$ cat src/rtl/hws_pkg.sv
package hws_pkg;
  typedef enum logic [1:0] {
    ST_ACTIVE  = 2'd0,
    ST_HIB     = 2'd1,
    ST_FILT    = 2'd2,
    ST_RSTHOLD = 2'd3
  } hws_state_e;
endpackage

$ cat src/rtl/hws_sync.sv
module hws_sync #(
  parameter int STAGES = 2
) (
  input  logic clk_i,
  input  logic rst_ni,
  input  logic d_i,
  output logic q_o
);
  logic [STAGES-1:0] chain_q;

  for (genvar g = 0; g < STAGES; g++) begin : g_stage
    always_ff @(posedge clk_i or negedge rst_ni) begin
      if (!rst_ni) chain_q[g] <= 1'b0;
      else if (g == 0) chain_q[g] <= d_i;
      else chain_q[g] <= chain_q[(g == 0) ? 0 : g-1];
    end
  end

  assign q_o = chain_q[STAGES-1];
endmodule

$ cat src/rtl/hws_regs.sv
module hws_regs #(
  parameter int          ADDR_W   = 6,
  parameter int          DATA_W   = 32,
  parameter int          LSB      = 5,
  parameter int          FILT_W   = 11,
  parameter int          RST_W    = 7,
  parameter logic [5:0]  HIB_OFS  = 6'h20,
  parameter logic [5:0]  FILT_OFS = 6'h24,
  parameter logic [5:0]  RST_OFS  = 6'h28
) (
  input  logic              clk_i,
  input  logic              rst_ni,
  input  logic              we_i,
  input  logic [ADDR_W-1:0] addr_i,
  input  logic [DATA_W-1:0] wdata_i,
  input  logic              ready_i,
  output logic              hib_req_o,
  output logic [FILT_W-1:0] filt_code_o,
  output logic [RST_W-1:0]  rst_code_o
);
  logic wr_ok;
  logic unused_wdata;

  assign wr_ok        = we_i && ready_i;
  assign hib_req_o    = wr_ok && (addr_i == ADDR_W'(HIB_OFS)) && wdata_i[0];
  assign unused_wdata = ^wdata_i;

  always_ff @(posedge clk_i or negedge rst_ni) begin
    if (!rst_ni) begin
      filt_code_o <= '0;
      rst_code_o  <= '0;
    end else if (wr_ok) begin
      if (addr_i == ADDR_W'(FILT_OFS)) filt_code_o <= wdata_i[LSB +: FILT_W];
      if (addr_i == ADDR_W'(RST_OFS))  rst_code_o  <= wdata_i[LSB +: RST_W];
    end
  end

  // registers frozen while sequencing
  p_frozen_busy_r8: assert property (@(posedge clk_i) disable iff (!rst_ni)
    !ready_i |=> ($stable(filt_code_o) && $stable(rst_code_o)));
endmodule

$ cat src/rtl/hws_fsm.sv
module hws_fsm
  import hws_pkg::*;
#(
  parameter int LSB    = 5,
  parameter int FILT_W = 11,
  parameter int RST_W  = 7
) (
  input  logic              clk_i,
  input  logic              rst_ni,
  input  logic              hib_req_i,
  input  logic              wake_i,
  input  logic [FILT_W-1:0] filt_code_i,
  input  logic [RST_W-1:0]  rst_code_i,
  output logic              active_o,
  output logic              pwr_down_o,
  output logic              rst_no
);
  localparam int CW    = (FILT_W > RST_W) ? FILT_W : RST_W;
  localparam int CNT_W = CW + LSB;

  hws_state_e state_q, state_d;
  logic [CNT_W-1:0] cnt_q, cnt_d;
  logic [CNT_W-1:0] filt_ticks, rst_ticks, filt_last, rst_last;
  hws_state_e after_wake;

  assign filt_ticks = CNT_W'({filt_code_i, {LSB{1'b0}}});
  assign rst_ticks  = CNT_W'({rst_code_i,  {LSB{1'b0}}});
  assign filt_last  = filt_ticks - 1'b1;
  assign rst_last   = rst_ticks - 1'b1;
  assign after_wake = (rst_ticks == '0) ? ST_ACTIVE : ST_RSTHOLD;

  always_comb begin
    state_d = state_q;
    unique case (state_q)
      ST_ACTIVE:  if (hib_req_i) state_d = ST_HIB;
      ST_HIB:     if (wake_i) state_d = (filt_ticks == '0) ? after_wake : ST_FILT;
      ST_FILT: begin
        if (!wake_i)                 state_d = ST_HIB;
        else if (cnt_q == filt_last) state_d = after_wake;
      end
      ST_RSTHOLD: if (cnt_q == rst_last) state_d = ST_ACTIVE;
      default:    state_d = ST_ACTIVE;
    endcase
    cnt_d = ((state_d == state_q) && (state_q == ST_FILT || state_q == ST_RSTHOLD))
            ? cnt_q + 1'b1 : '0;
  end

  always_ff @(posedge clk_i or negedge rst_ni) begin
    if (!rst_ni) begin
      state_q <= ST_ACTIVE;
      cnt_q   <= '0;
    end else begin
      state_q <= state_d;
      cnt_q   <= cnt_d;
    end
  end

  assign active_o   = (state_q == ST_ACTIVE);
  assign pwr_down_o = (state_q == ST_HIB) || (state_q == ST_FILT);
  assign rst_no     = (state_q != ST_RSTHOLD);

  p_enter_hib_r2: assert property (@(posedge clk_i) disable iff (!rst_ni)
    (active_o && hib_req_i) |=> pwr_down_o);
  p_stay_active_r2: assert property (@(posedge clk_i) disable iff (!rst_ni)
    (active_o && !hib_req_i) |=> active_o);
  p_glitch_back_r6: assert property (@(posedge clk_i) disable iff (!rst_ni)
    (state_q == ST_FILT && !wake_i) |=> (state_q == ST_HIB));
  p_filt_bound_r6: assert property (@(posedge clk_i) disable iff (!rst_ni)
    (state_q == ST_FILT) |-> (cnt_q < filt_ticks));
  p_hold_bound_r7: assert property (@(posedge clk_i) disable iff (!rst_ni)
    (state_q == ST_RSTHOLD) |-> (cnt_q < rst_ticks));
  p_excl_r10: assert property (@(posedge clk_i) disable iff (!rst_ni)
    !(pwr_down_o && !rst_no));
endmodule

$ cat src/rtl/hib_wake_seq.sv
module hib_wake_seq #(
  parameter int ADDR_W = 6,
  parameter int DATA_W = 32,
  parameter int LSB    = 5,
  parameter int FILT_W = 11,
  parameter int RST_W  = 7,
  parameter int SYNC_N = 2
) (
  input  logic              clk_i,
  input  logic              rst_ni,
  input  logic              reg_we_i,
  input  logic [ADDR_W-1:0] reg_addr_i,
  input  logic [DATA_W-1:0] reg_wdata_i,
  output logic              reg_ready_o,
  input  logic              wake_pin_i,
  output logic              pwr_down_o,
  output logic              rst_no
);
  logic              wake_s, hib_req, active;
  logic [FILT_W-1:0] filt_code;
  logic [RST_W-1:0]  rst_code;

  hws_sync #(.STAGES(SYNC_N)) u_sync (
    .clk_i(clk_i), .rst_ni(rst_ni), .d_i(wake_pin_i), .q_o(wake_s)
  );

  hws_regs #(
    .ADDR_W(ADDR_W), .DATA_W(DATA_W), .LSB(LSB), .FILT_W(FILT_W), .RST_W(RST_W)
  ) u_regs (
    .clk_i(clk_i), .rst_ni(rst_ni), .we_i(reg_we_i), .addr_i(reg_addr_i),
    .wdata_i(reg_wdata_i), .ready_i(active), .hib_req_o(hib_req),
    .filt_code_o(filt_code), .rst_code_o(rst_code)
  );

  hws_fsm #(.LSB(LSB), .FILT_W(FILT_W), .RST_W(RST_W)) u_fsm (
    .clk_i(clk_i), .rst_ni(rst_ni), .hib_req_i(hib_req), .wake_i(wake_s),
    .filt_code_i(filt_code), .rst_code_i(rst_code), .active_o(active),
    .pwr_down_o(pwr_down_o), .rst_no(rst_no)
  );

  assign reg_ready_o = active;
endmodule

$ cat config.mk
export PLATFORM = sky130hd
export DESIGN_NAME = hib_wake_seq
export DESIGN_NICKNAME = d
export VERILOG_FILES = /design/src/rtl/hws_pkg.sv /design/src/rtl/hws_sync.sv /design/src/rtl/hws_regs.sv /design/src/rtl/hws_fsm.sv /design/src/rtl/hib_wake_seq.sv
export SDC_FILE = /design/constraint.sdc
export NUM_CORES = 1
export LEC_CHECK = 0
export ABC_AREA = 1
export BUFFER_PORTS_ARGS = -buffer_cell sky130_fd_sc_hd__buf_2
export CELL_PAD_IN_SITES_DETAIL_PLACEMENT = 0
export CELL_PAD_IN_SITES_GLOBAL_PLACEMENT = 2
export CORE_ASPECT_RATIO = 0.75
export CORE_MARGIN = 5
export CORE_UTILIZATION = 29
export DETAILED_ROUTE_END_ITERATION = 6
export PLACE_DENSITY = 0.77
export REMOVE_ABC_BUFFERS = 1
export SKIP_CTS_REPAIR_TIMING = 1
export SLEW_MARGIN = 20
export SYNTH_ARGS = -nofsm -noshare
export SYNTH_HDL_FRONTEND = slang
export SYNTH_SLANG_ARGS = --single-unit
$ cat constraint.sdc
create_clock -name clk_i -period 2.1 [get_ports clk_i]
set_input_delay 0.105 -clock clk_i [delete_from_list [all_inputs] [get_ports clk_i]]
set_output_delay 0.105 -clock clk_i [all_outputs]
set_load 0.01 [all_outputs]
# --- Word-level counts from Yosys, hierarchy flattened ---
# Index checks and enable logic that the tools add are counted.
classes:
  reduce_logical: 11
  muxes: 9
  eq_ne: 10
  addsub: 3
op_table:
  columns: ["operator", "n"]
  rows:
  - ["$eq 16x16->1", 2]
  - ["$logic_not 16->1", 2]
  - ["$eq 6x6->1 const B", 3]
  - ["$add 16x1->16 const B", 1]
  - ["$mux 16", 1]
  - ["$sub 16x1->16 const B", 1]
  - ["$mux 2", 7]
  - ["$sub 12x1->13 const B", 1]
  - ["$pmux 2 s4", 1]
  - ["$eq 2x2->1 const B", 2]
  - ["$logic_and 1x1->1", 4]
  - ["$reduce_and 2->1", 2]
  - ["$eq 2x1->1 const B", 1]
  - ["$eq 2x2->1", 1]
  - ["$logic_not 2->1", 1]
  - ["$logic_or 1x1->1", 2]
  - ["$ne 2x2->1 const B", 1]
totals:
  word_cells: 39
  out_inout_bits: 3
  reg_bits: 38
  in_bits: 42

# --- Longest topological paths before layout ---
# Gate-level depths: netlist of run 1.
depth:
  word_depth: 9
  depth_mapped: 21
  mapped_depth_nobuf: 20

# --- Hierarchy ---
# Synthesis of run 1 repeated with hierarchy kept, for this count alone.
hier_totals:
  hier_cells: 383
  area_unflattened_um2: 2715.1
by_module_without_submodules:
  columns: ["mod", "instances", "area_per_inst_um2", "cells_per_inst", "seq_area_each_um2"]
  rows:
  - ["hws_fsm", 1, 1856.8, 287, 450.4]
  - ["hws_regs", 1, 808.3, 94, 450.4]
  - ["hws_sync", 1, 50.0, 2, 50.0]

# --- Worst setup path before layout of run 1 ---
# OpenSTA, ideal clock, no wires.
synth_path:
  path_type: "reg2reg"
  startpoint: "register u_regs.filt_code_o[0]"
  endpoint: "register u_fsm.cnt_q[13]"
  setup_ps: 126
  period_less_slack_ps: 2128
  arrival_time_ps: 2003
  n_path_buf: 1
  path_slack_ps: -28
  t_required_ps: 1974
  path_stages_with_launch: 21
  cell_sequence: "dfrtp_1 -> inv_2 -> ha_1 -> nand2_1 -> nor2_2 -> nor2_1 -> nor2_1 -> nand2_1 -> nor2_1 -> nand2_1 -> nor2_2 -> nand2_1 -> nand2_1 -> nand2_1 -> nand2_1 -> nand2_2 -> nand2_1 -> nand3_2 -> nand2_2 -> buf_6 -> nor3_2"
synth_between:
  elab_chain_len: 8
  word_cells_on_any_way: 11
  cone_classes: "add/sub: 1; eq/ne: 2; mux: 6; reduce/logical: 2"
synth_rtl:
  columns: ["element", "line", "rtl"]
  rows:
  - ["start: declaration", "hws_regs.sv:18", "output logic [FILT_W-1:0] filt_code_o,"]
  - ["start signal: assignment", "hws_regs.sv:33", "if (addr_i == ADDR_W'(FILT_OFS)) filt_code_o <= wdata_i[LSB +: FILT_W];"]
  - ["$sub 16x1->16", "hws_fsm.sv:28", "assign filt_last = filt_ticks - 1'b1;"]
  - ["$eq 16x16->1", "hws_fsm.sv:39", "else if (cnt_q == filt_last) state_d = after_wake;"]
  - ["$mux 2", "hws_fsm.sv:39", null]
  - ["$mux 2", "hws_fsm.sv:38", "if (!wake_i) state_d = ST_HIB;"]
  - ["$pmux 2 s4 *", "hws_fsm.sv:34", "unique case (state_q)"]
  - ["$eq 2x2->1 *", "hws_fsm.sv:44", "cnt_d = ((state_d == state_q) && (state_q == ST_FILT || state_q == ST_RSTHOLD))"]
  - ["$logic_and 1x1->1 *", "hws_fsm.sv:44", null]
  - ["$mux 16 *", "hws_fsm.sv:45", "? cnt_q + 1'b1 : '0;"]
  - ["via u_fsm.cnt_d[13]", "hws_fsm.sv:22", "logic [CNT_W-1:0] cnt_q, cnt_d;"]
  - ["end signal: assignment", "hws_fsm.sv:54", "cnt_q <= cnt_d;"]
  - ["end: declaration", "hws_fsm.sv:22", null]
# The timed path passes the listed nets; every way through them passes the cells marked *.
# A chain may end at the register's enable or synchronous reset.

# --- Worst setup path in the final report of run 1 ---
layout_path:
  startpoint: "register u_regs.rst_code_o[0]"
  endpoint: "register u_fsm.cnt_q[1]"
layout_between:
  elab_chain_len: 8
  word_cells_on_any_way: 13
  cone_classes: "add/sub: 1; eq/ne: 2; mux: 8; reduce/logical: 2"
layout_rtl:
  columns: ["element", "line", "rtl"]
  rows:
  - ["start: declaration", "hws_regs.sv:19", "output logic [RST_W-1:0] rst_code_o"]
  - ["start signal: assignment", "hws_regs.sv:34", "if (addr_i == ADDR_W'(RST_OFS)) rst_code_o <= wdata_i[LSB +: RST_W];"]
  - ["parallel branches: the longest is 4 deep, another holds $sub 12x1->13", null, null]
  - ["$pmux 2 s4 *", "hws_fsm.sv:34", null]
  - ["$eq 2x2->1 *", "hws_fsm.sv:44", null]
  - ["$logic_and 1x1->1 *", "hws_fsm.sv:44", null]
  - ["$mux 16 *", "hws_fsm.sv:45", null]
  - ["via u_fsm.cnt_d[1]", "hws_fsm.sv:22", null]
# Mark *: on every way through the listed nets, which the timed path passes.

==> Flow_metrics.wiki, run 1 <==
{| class="wikitable"
! Metric !! Value
|-
| Post-detailed-route count of antenna-violating nets || 0
|-
| Boundary Pins || 45
|-
| Top_reg_cell synth || dfrtp_1
|-
| Die X-Extent || 121 microns
|-
| Dpl ws || -493 ps
|-
| Top library cells by usage in the layout, fill and taps aside || nand2_1 (78), buf_4 (56), inv_1 (52), nor2_1 (44), dfrtp_1 (38)
|-
| Setup repair after global routing missed its margin || yes
|-
| Kind of path behind the tightest hold check || input pin to async pin
|-
| Core Util, Final || 40.1%
|-
| Fillers || 943
|-
| Die ar. || 11300 sq um
|-
| Fmax achieved || 424 MHz
|-
| Routed length per placed instance || 13.1 microns
|-
| Inserted Diodes || 0
|-
| Setup WS post-layout || -260 ps
|-
| Sequential-to-total area share from yosys stat || 35.5%
|-
| Distinct cell type count after synthesis || 32
|-
| Relative area change from synthesis to final layout || 35.5%
|-
| Cell count after synthesis || 362
|-
| Total setup violations reported at the end of the flow || 16
|-
| Via count || 2473
|-
| Measured slew at the worst slew-check pin || 924 ps
|-
| Cell Rows || 30
|-
| Placed insts || 562
|-
| Number of warnings printed during yosys synthesis || 0
|-
| Number of I/O port buffers || 24
|-
| Count of cells along the worst register-to-register path || 12
|-
| Routed vias/inst || 4.30
|-
| Max cap viols || 0
|-
| Reg-to-Reg End || u_fsm.cnt_q[1]
|-
| Count of routing violations after the opening detailed-route iteration || 96
|-
| Overall overflow remaining after global route || 0
|-
| Fraction of synthesized cell area taken by the top area cell type || 35.5%
|-
| Pwr per Cell Area || 972 nW/um^2
|-
| Clock Skews || 7.81 ps
|-
| Clock transition time at the flip-flop clock pins of the worst setup and hold paths || 60 ps
|-
| Wire length of the first global-routing pass || 11900 microns
|-
| Share of async-settable or async-resettable flops after synthesis || 100%
|-
| Data arrival time at the worst-slack endpoint || 2550 ps
|-
| Number of flip-flops and latches in the synthesized netlist || 38
|-
| Dominant cell type by area after synthesis || dfrtp_1
|-
| Minimum clock period || 2360 ps
|-
| TritonCTS clock tree || built
|-
| Failing checks || negative hold slack, negative setup slack
|-
| Cell types occupying the most area after synthesis || dfrtp_1 (35%), nand2_1 (11%), inv_1 (7.6%)
|-
| Initial Util || 29.6%
|-
| Category of the most critical setup path || flop to flop
|-
| Setup crit end kind || flop
|-
| Run status || finished, violations left
|-
| Worst EP required || 2290 ps
|-
| Met2 Usage GRT || 20.7%
|-
| First drt pass iteration count || 4
|-
| R2r startpoint || u_regs.rst_code_o[0]
|-
| Clock latency on the worst-skew pair || 280 ps
|-
| Final WL || 7520 microns
|-
| Worst-case clock buffer depth || 2
|-
| Mean instance size in the synthesized netlist || 7.40 sq um
|-
| Number of antenna violations at the first check in global routing || 0
|-
| DRC errors left || 0
|-
| Final weighted congestion in routability-driven placement || 0.845
|-
| Number of global-route vias before repair || 2407
|-
| Final net count || 496
|-
| Clock tree sinks || 38
|-
| Aggregate global-route resource usage || 13.5%
|-
| Number of max-slew violations in the final report || 0
|-
| Y dimension of the die || 93.2 microns
|-
| Area of the core || 9050 sq um
|-
| Worst hold slack || -33.1 ps
|-
| Pin count of the biggest net entering global routing || 39
|-
| Leakage || 1.72 nW
|-
| Worst IR Drop VDD || 0.529 mV
|-
| Fraction of layout cells with a size suffix above 1 || 31.3%
|-
| Count of flip-flops with a built-in enable after synthesis || 0
|-
| Share of the clock period used by the worst path || 112%
|-
| Final Non-Filler Cells || 575
|-
| Leading cell type in the layout, fill and taps excluded || nand2_1
|-
| Register-to-Register Setup Slack || -260 ps
|-
| Startpoint type of the worst setup path || flop
|-
| Post-DP HPWL || 5670 microns
|-
| CTS H-tree lvls || 2
|-
| TritonCTS buffer count || 5
|-
| Met1 Track Usage GR || 19.5%
|-
| Top Usage Layer GRT || met2
|-
| Worst slew margin relative to its limit || 38.4%
|-
| Endpoints failing hold || 38
|-
| Crit-path max FO || 8
|-
| Root buf cell || clkbuf_16
|-
| Global routing usage on met3 || 2.66%
|-
| Post-synthesis instance area || 2680 sq um
|}
[cell families after synthesis]
kind of cell	after synthesis	synth area share [%]
and+or+nand+nor	196	35.2
buffers and inverters	62	9.29
adders and majority gates	8	3.74
xor gates and xnor gates	25	8.17
DFF	38	35.5
AOI/OAI and AO/OA	28	6.07
muxes	5	2.01
[power by group]
part           switching (mW)  leakage [nW]  total (mW)  internal [mW]
clock network           0.295        0.0781       0.857          0.562
registers              0.0857         0.461       0.918          0.833
logic                    1.06          1.18        1.75          0.696
[Yosys cell counts (2+ instances only)]
| cell | n |
|---|---|
| xnor2_1 | 13 |
| nor2_2 | 10 |
| nand3_2 | 4 |
| buf_6 | 2 |
| ha_1 | 8 |
| inv_1 | 54 |
| inv_2 | 2 |
| nand4_1 | 4 |
| xor2_1 | 12 |
| dfrtp_1 | 38 |
| mux2_2 | 3 |
| nand2_1 | 79 |
| nand2_2 | 6 |
| nor2_1 | 46 |
| nand3_1 | 24 |
| clkbuf_1 | 3 |
| nor3_2 | 10 |
| nor3_1 | 9 |
| a21oi_1 | 14 |
| o21ai_0 | 8 |
| mux2i_1 | 2 |
[routing by layer]
metal / vias to the layer above / routed length [microns] / share of wire [%]
met5: - / 0 / 0
met4: 0 / 72 / 0.96
met3: 4 / 275 / 3.7
met2: 45 / 3250 / 43
met1: 1125 / 3920 / 52
li1: 1299 / - / -
[flip-flops by register name, indices dropped and copies added (netlist names)]
register            flops
u_regs.filt_code_o     11
u_sync.chain_q          1
u_fsm.state_q           2
u_regs.rst_code_o       7
u_sync.q_o              1
u_fsm.cnt_q            16
[through the flow]
step           hold WS, ps  setup TNS (ps)  total power, mW  area, sq um
6_report             -33.1           -3220             3.53         3630
5_1_grt               44.1           -6430             3.77         3630
4_1_cts              -70.8           -7930             3.32         3500
3_5_place_dp           215           -7440             2.45         3340
3_3_place_gp           215           -6960             2.43         3340
2_1_floorplan         -191            -529             1.82         2640
[how the worst max path moves through the flow]
stage | startpoint | to | slack [ps]
CTS | u_regs.filt_code_o[1] | u_fsm.cnt_q[2] | -510
global route | u_regs.filt_code_o[1] | u_fsm.cnt_q[9] | -440
finish | u_regs.rst_code_o[0] | u_fsm.cnt_q[1] | -260
detailed placement | u_regs.filt_code_o[1] | u_fsm.cnt_q[15] | -490
floorplan | u_regs.filt_code_o[0] | u_fsm.cnt_q[0] | -50
global placement | u_regs.filt_code_o[1] | u_fsm.cnt_q[15] | -450
[layout make-up]
class | count | area [sq um] | share of cell area, %
clock buffers | 7 | 133 | 3.65
clock inverters | 1 | 30.0 | 0.827
inverters | 56 | 210 | 5.79
multi-input cells | 263 | 1580 | 43.4
flip-flops and latches | 38 | 951 | 26.2
well taps | 128 | 160 | 4.41
repair buffers | 82 | 571 | 15.7
[worst max-delay path, stage by stage, from the launching register on]
cell     delay [ps]
dfrtp_1         350
inv_1            80
ha_1            260
xnor2_1         230
xor2_1          210
nand3_1         100
nor2_1          100
nand2_1         120
a21oi_4         150
nand2_2          80
nand3_2         150
nand3_4         220
nor3_1          220
No activity file was read; power rests on OpenSTA's default activity.
==> inputs of run 2 (changes only) <==
--- a/config.mk
+++ b/config.mk
@@ -13,6 +13,7 @@
 export CORE_MARGIN = 5
 export CORE_UTILIZATION = 29
 export DETAILED_ROUTE_END_ITERATION = 6
+export HOLD_SLACK_MARGIN = 0.15
 export PLACE_DENSITY = 0.77
 export REMOVE_ABC_BUFFERS = 1
 export SKIP_CTS_REPAIR_TIMING = 1
==> constraint.sdc (replaced) <==
create_clock -name clk_i -period 2.1 [get_ports clk_i]
set_input_delay 0.42 -clock clk_i [delete_from_list [all_inputs] [get_ports clk_i]]
set_output_delay 0.42 -clock clk_i [all_outputs]
set_load 0.01 [all_outputs]
==> run 2 against run 1 <==
Against the previous run: the run ends with negative setup slack left; worst setup slack better by 96 ps; non-clock buffer count up 11; register-to-register slack better by 96 ps; first-iteration DRC count increased by 15%; clock skew decreased by 1.8 ps; combinational power barely moved; routed wire length shrank 5.8%; die area is the same; maximum frequency is 4.2% higher; clock power is 16% lower; power fell by 4.0%; critical endpoint is now u_fsm.cnt_q[10].
==> Flow_metrics.wiki, run 2 (same netlist as run 1, synthesis figures left out) <==
{| class="wikitable"
! Metric !! Value
|-
| Run status || finished, violations left
|-
| Failing checks || negative setup slack
|-
| Setup crit end kind || flop
|-
| Pin count of the biggest net entering global routing || 30
|-
| Worst-case clock buffer depth || 2
|-
| Number of global-route vias before repair || 2443
|-
| Clock Skews || 6.05 ps
|-
| Leakage || 1.74 nW
|-
| Power Total || 3.39 mW
|-
| Setup repair after global routing missed its margin || yes
|-
| Max cap viols || 0
|-
| Share of the clock period used by the worst path || 108%
|-
| Cell Rows || 30
|-
| Wire length of the first global-routing pass || 11700 microns
|-
| Endpoints failing hold || 0
|-
| Minimum clock period || 2260 ps
|-
| TritonCTS clock tree || built
|-
| Category of the most critical setup path || flop to flop
|-
| Die ar. || 11300 sq um
|-
| Top library cells by usage in the layout, fill and taps aside || nand2_1 (75), buf_4 (67), inv_1 (50), nor2_1 (44), dfrtp_1 (38)
|-
| Root buf cell || clkbuf_16
|-
| Ordered list of cells on the worst path || inv_2, ha_1, xnor2_1, nor3_1, nand2_1, nor2_2, nand2_2, a21oi_4, nand2_2, nand3_1, nand3_4, buf_12, nor3_2
|-
| Count of cells along the worst register-to-register path || 13
|-
| Via count || 2515
|-
| Data arrival time at the worst-slack endpoint || 2460 ps
|-
| Summed negative setup slack over all endpoints || -2390 ps
|-
| R2r startpoint || u_regs.rst_code_o[0]
|-
| Routed vias/inst || 4.31
|-
| Reg-to-Reg End || u_fsm.cnt_q[10]
|-
| CTS H-tree lvls || 2
|-
| Post-detailed-route count of antenna-violating nets || 0
|-
| Startpoint type of the worst setup path || flop
|-
| Clock latency on the worst-skew pair || 290 ps
|-
| Largest register FFs || 16
|-
| Final WL || 7080 microns
|-
| Final instance area || 3670 sq um
|-
| Fraction of layout cells with a size suffix above 1 || 34.2%
|-
| Worst slew margin relative to its limit || 52.2%
|-
| Slowest cell delay on critical path || 380 ps
|-
| Clock transition time at the flip-flop clock pins of the worst setup and hold paths || 60 ps
|-
| Worst EP required || 2300 ps
|-
| Relative area change from synthesis to final layout || 37.0%
|-
| Cell occurring most often along the worst timing path || nand2_2
|-
| Crit path buf inv count || 2
|-
| Leading cell type in the layout, fill and taps excluded || nand2_1
|-
| Crit-path max FO || 16
|-
| Setup WS post-layout || -164 ps
|-
| Routed length per placed instance || 12.1 microns
|-
| First drt pass iteration count || 4
|-
| Aggregate global-route resource usage || 13.3%
|-
| Kind of path behind the tightest hold check || input pin to async pin
|-
| Overall overflow remaining after global route || 0
|-
| Area occupied by multi-input gates || 1550 sq um
|-
| Top register by number of flip-flops || u_fsm.cnt_q
|-
| Die X-Extent || 121 microns
|-
| Worst hold slack || 190 ps
|-
| Number of I/O port buffers || 24
|-
| Number of antenna violations at the first check in global routing || 0
|-
| TritonCTS buffer count || 5
|-
| Inserted Diodes || 0
|-
| Biggest regs || u_fsm.cnt_q x16, u_regs.filt_code_o x11, u_regs.rst_code_o x7
|-
| Initial Util || 29.6%
|-
| Total setup violations reported at the end of the flow || 16
|-
| Fmax achieved || 442 MHz
|-
| Count of routing violations after the opening detailed-route iteration || 110
|-
| Measured slew at the worst slew-check pin || 717 ps
|-
| Worst IR Drop VDD || 1.02 mV
|-
| Y dimension of the die || 93.2 microns
|-
| Area after DPL || 3460 sq um
|-
| Final net count || 506
|-
| Number of max-slew violations in the final report || 0
|-
| Fillers || 960
|-
| Pwr per Cell Area || 923 nW/um^2
|-
| Register-to-Register Setup Slack || -160 ps
|-
| Boundary Pins || 45
|-
| DRC errors left || 0
|-
| Post-DP HPWL || 5630 microns
|-
| Area taken by flip-flops and latches || 951 sq um
|-
| Final weighted congestion in routability-driven placement || 0.850
|-
| Clock tree sinks || 38
|-
| Area of the core || 9050 sq um
|-
| Kind of cell adding the most delay to the critical path || simple AND/OR/NAND/NOR gates
|-
| Max stage delay cell, worst path || dfrtp_1
|}
run 2: changes by cell type in the layout (fill, tap and decap cells not counted), moves of 3 or more:
cell / delta
buf_4: +11
nor3_2: +4
nand2_1: -3
nand2_2: +4
run 2: worst max-delay path by stage:
stage / from / to / slack (ps) / depth (start not counted)
2_1_floorplan: u_regs.filt_code_o[0] / u_fsm.cnt_q[0] / -50 / 19
3_3_place_gp: u_regs.rst_code_o[0] / u_fsm.cnt_q[15] / -280 / 13
3_5_place_dp: u_regs.rst_code_o[0] / u_fsm.cnt_q[15] / -300 / 13
4_1_cts: u_regs.rst_code_o[0] / u_fsm.cnt_q[15] / -350 / 13
5_1_grt: u_regs.filt_code_o[0] / u_fsm.cnt_q[4] / -370 / 20
6_report: u_regs.rst_code_o[0] / u_fsm.cnt_q[10] / -160 / 13
run 2: layout make-up:
type / count / area share (%)
repair buffers: 93 / 18.1
flip-flops and latches: 38 / 25.9
inverters: 56 / 5.73
multi-input cells: 262 / 42.3
well taps: 128 / 4.36
clock buffers: 7 / 3.61
run 2: power breakdown:
part           internal, mW  switching [mW]
Clock                 0.434           0.289
Combinational         0.766           0.986
Sequential            0.833          0.0780
Total                  2.03            1.35
run 2: metal layers:
layer	vias to the layer above	wire length (microns)	track usage, %
met5	-	0	0
met1	1154	3800	19.7
met4	0	80	3.40
met2	35	2960	19.5
met3	7	234	2.78
li1	1319	-	-
run 2: stage by stage:
| stage | instances | util, % | worst slack (ps) |
|---|---|---|---|
| 3_5_place_dp | 576 | 38.2 | -303 |
| 6_report | 584 | 40.6 | -164 |
| 2_1_floorplan | 356 | - | -46.0 |
| 4_1_cts | 583 | 39.7 | -349 |
| 3_3_place_gp | 576 | 38.2 | -278 |
| 5_1_grt | 584 | 40.6 | -372 |
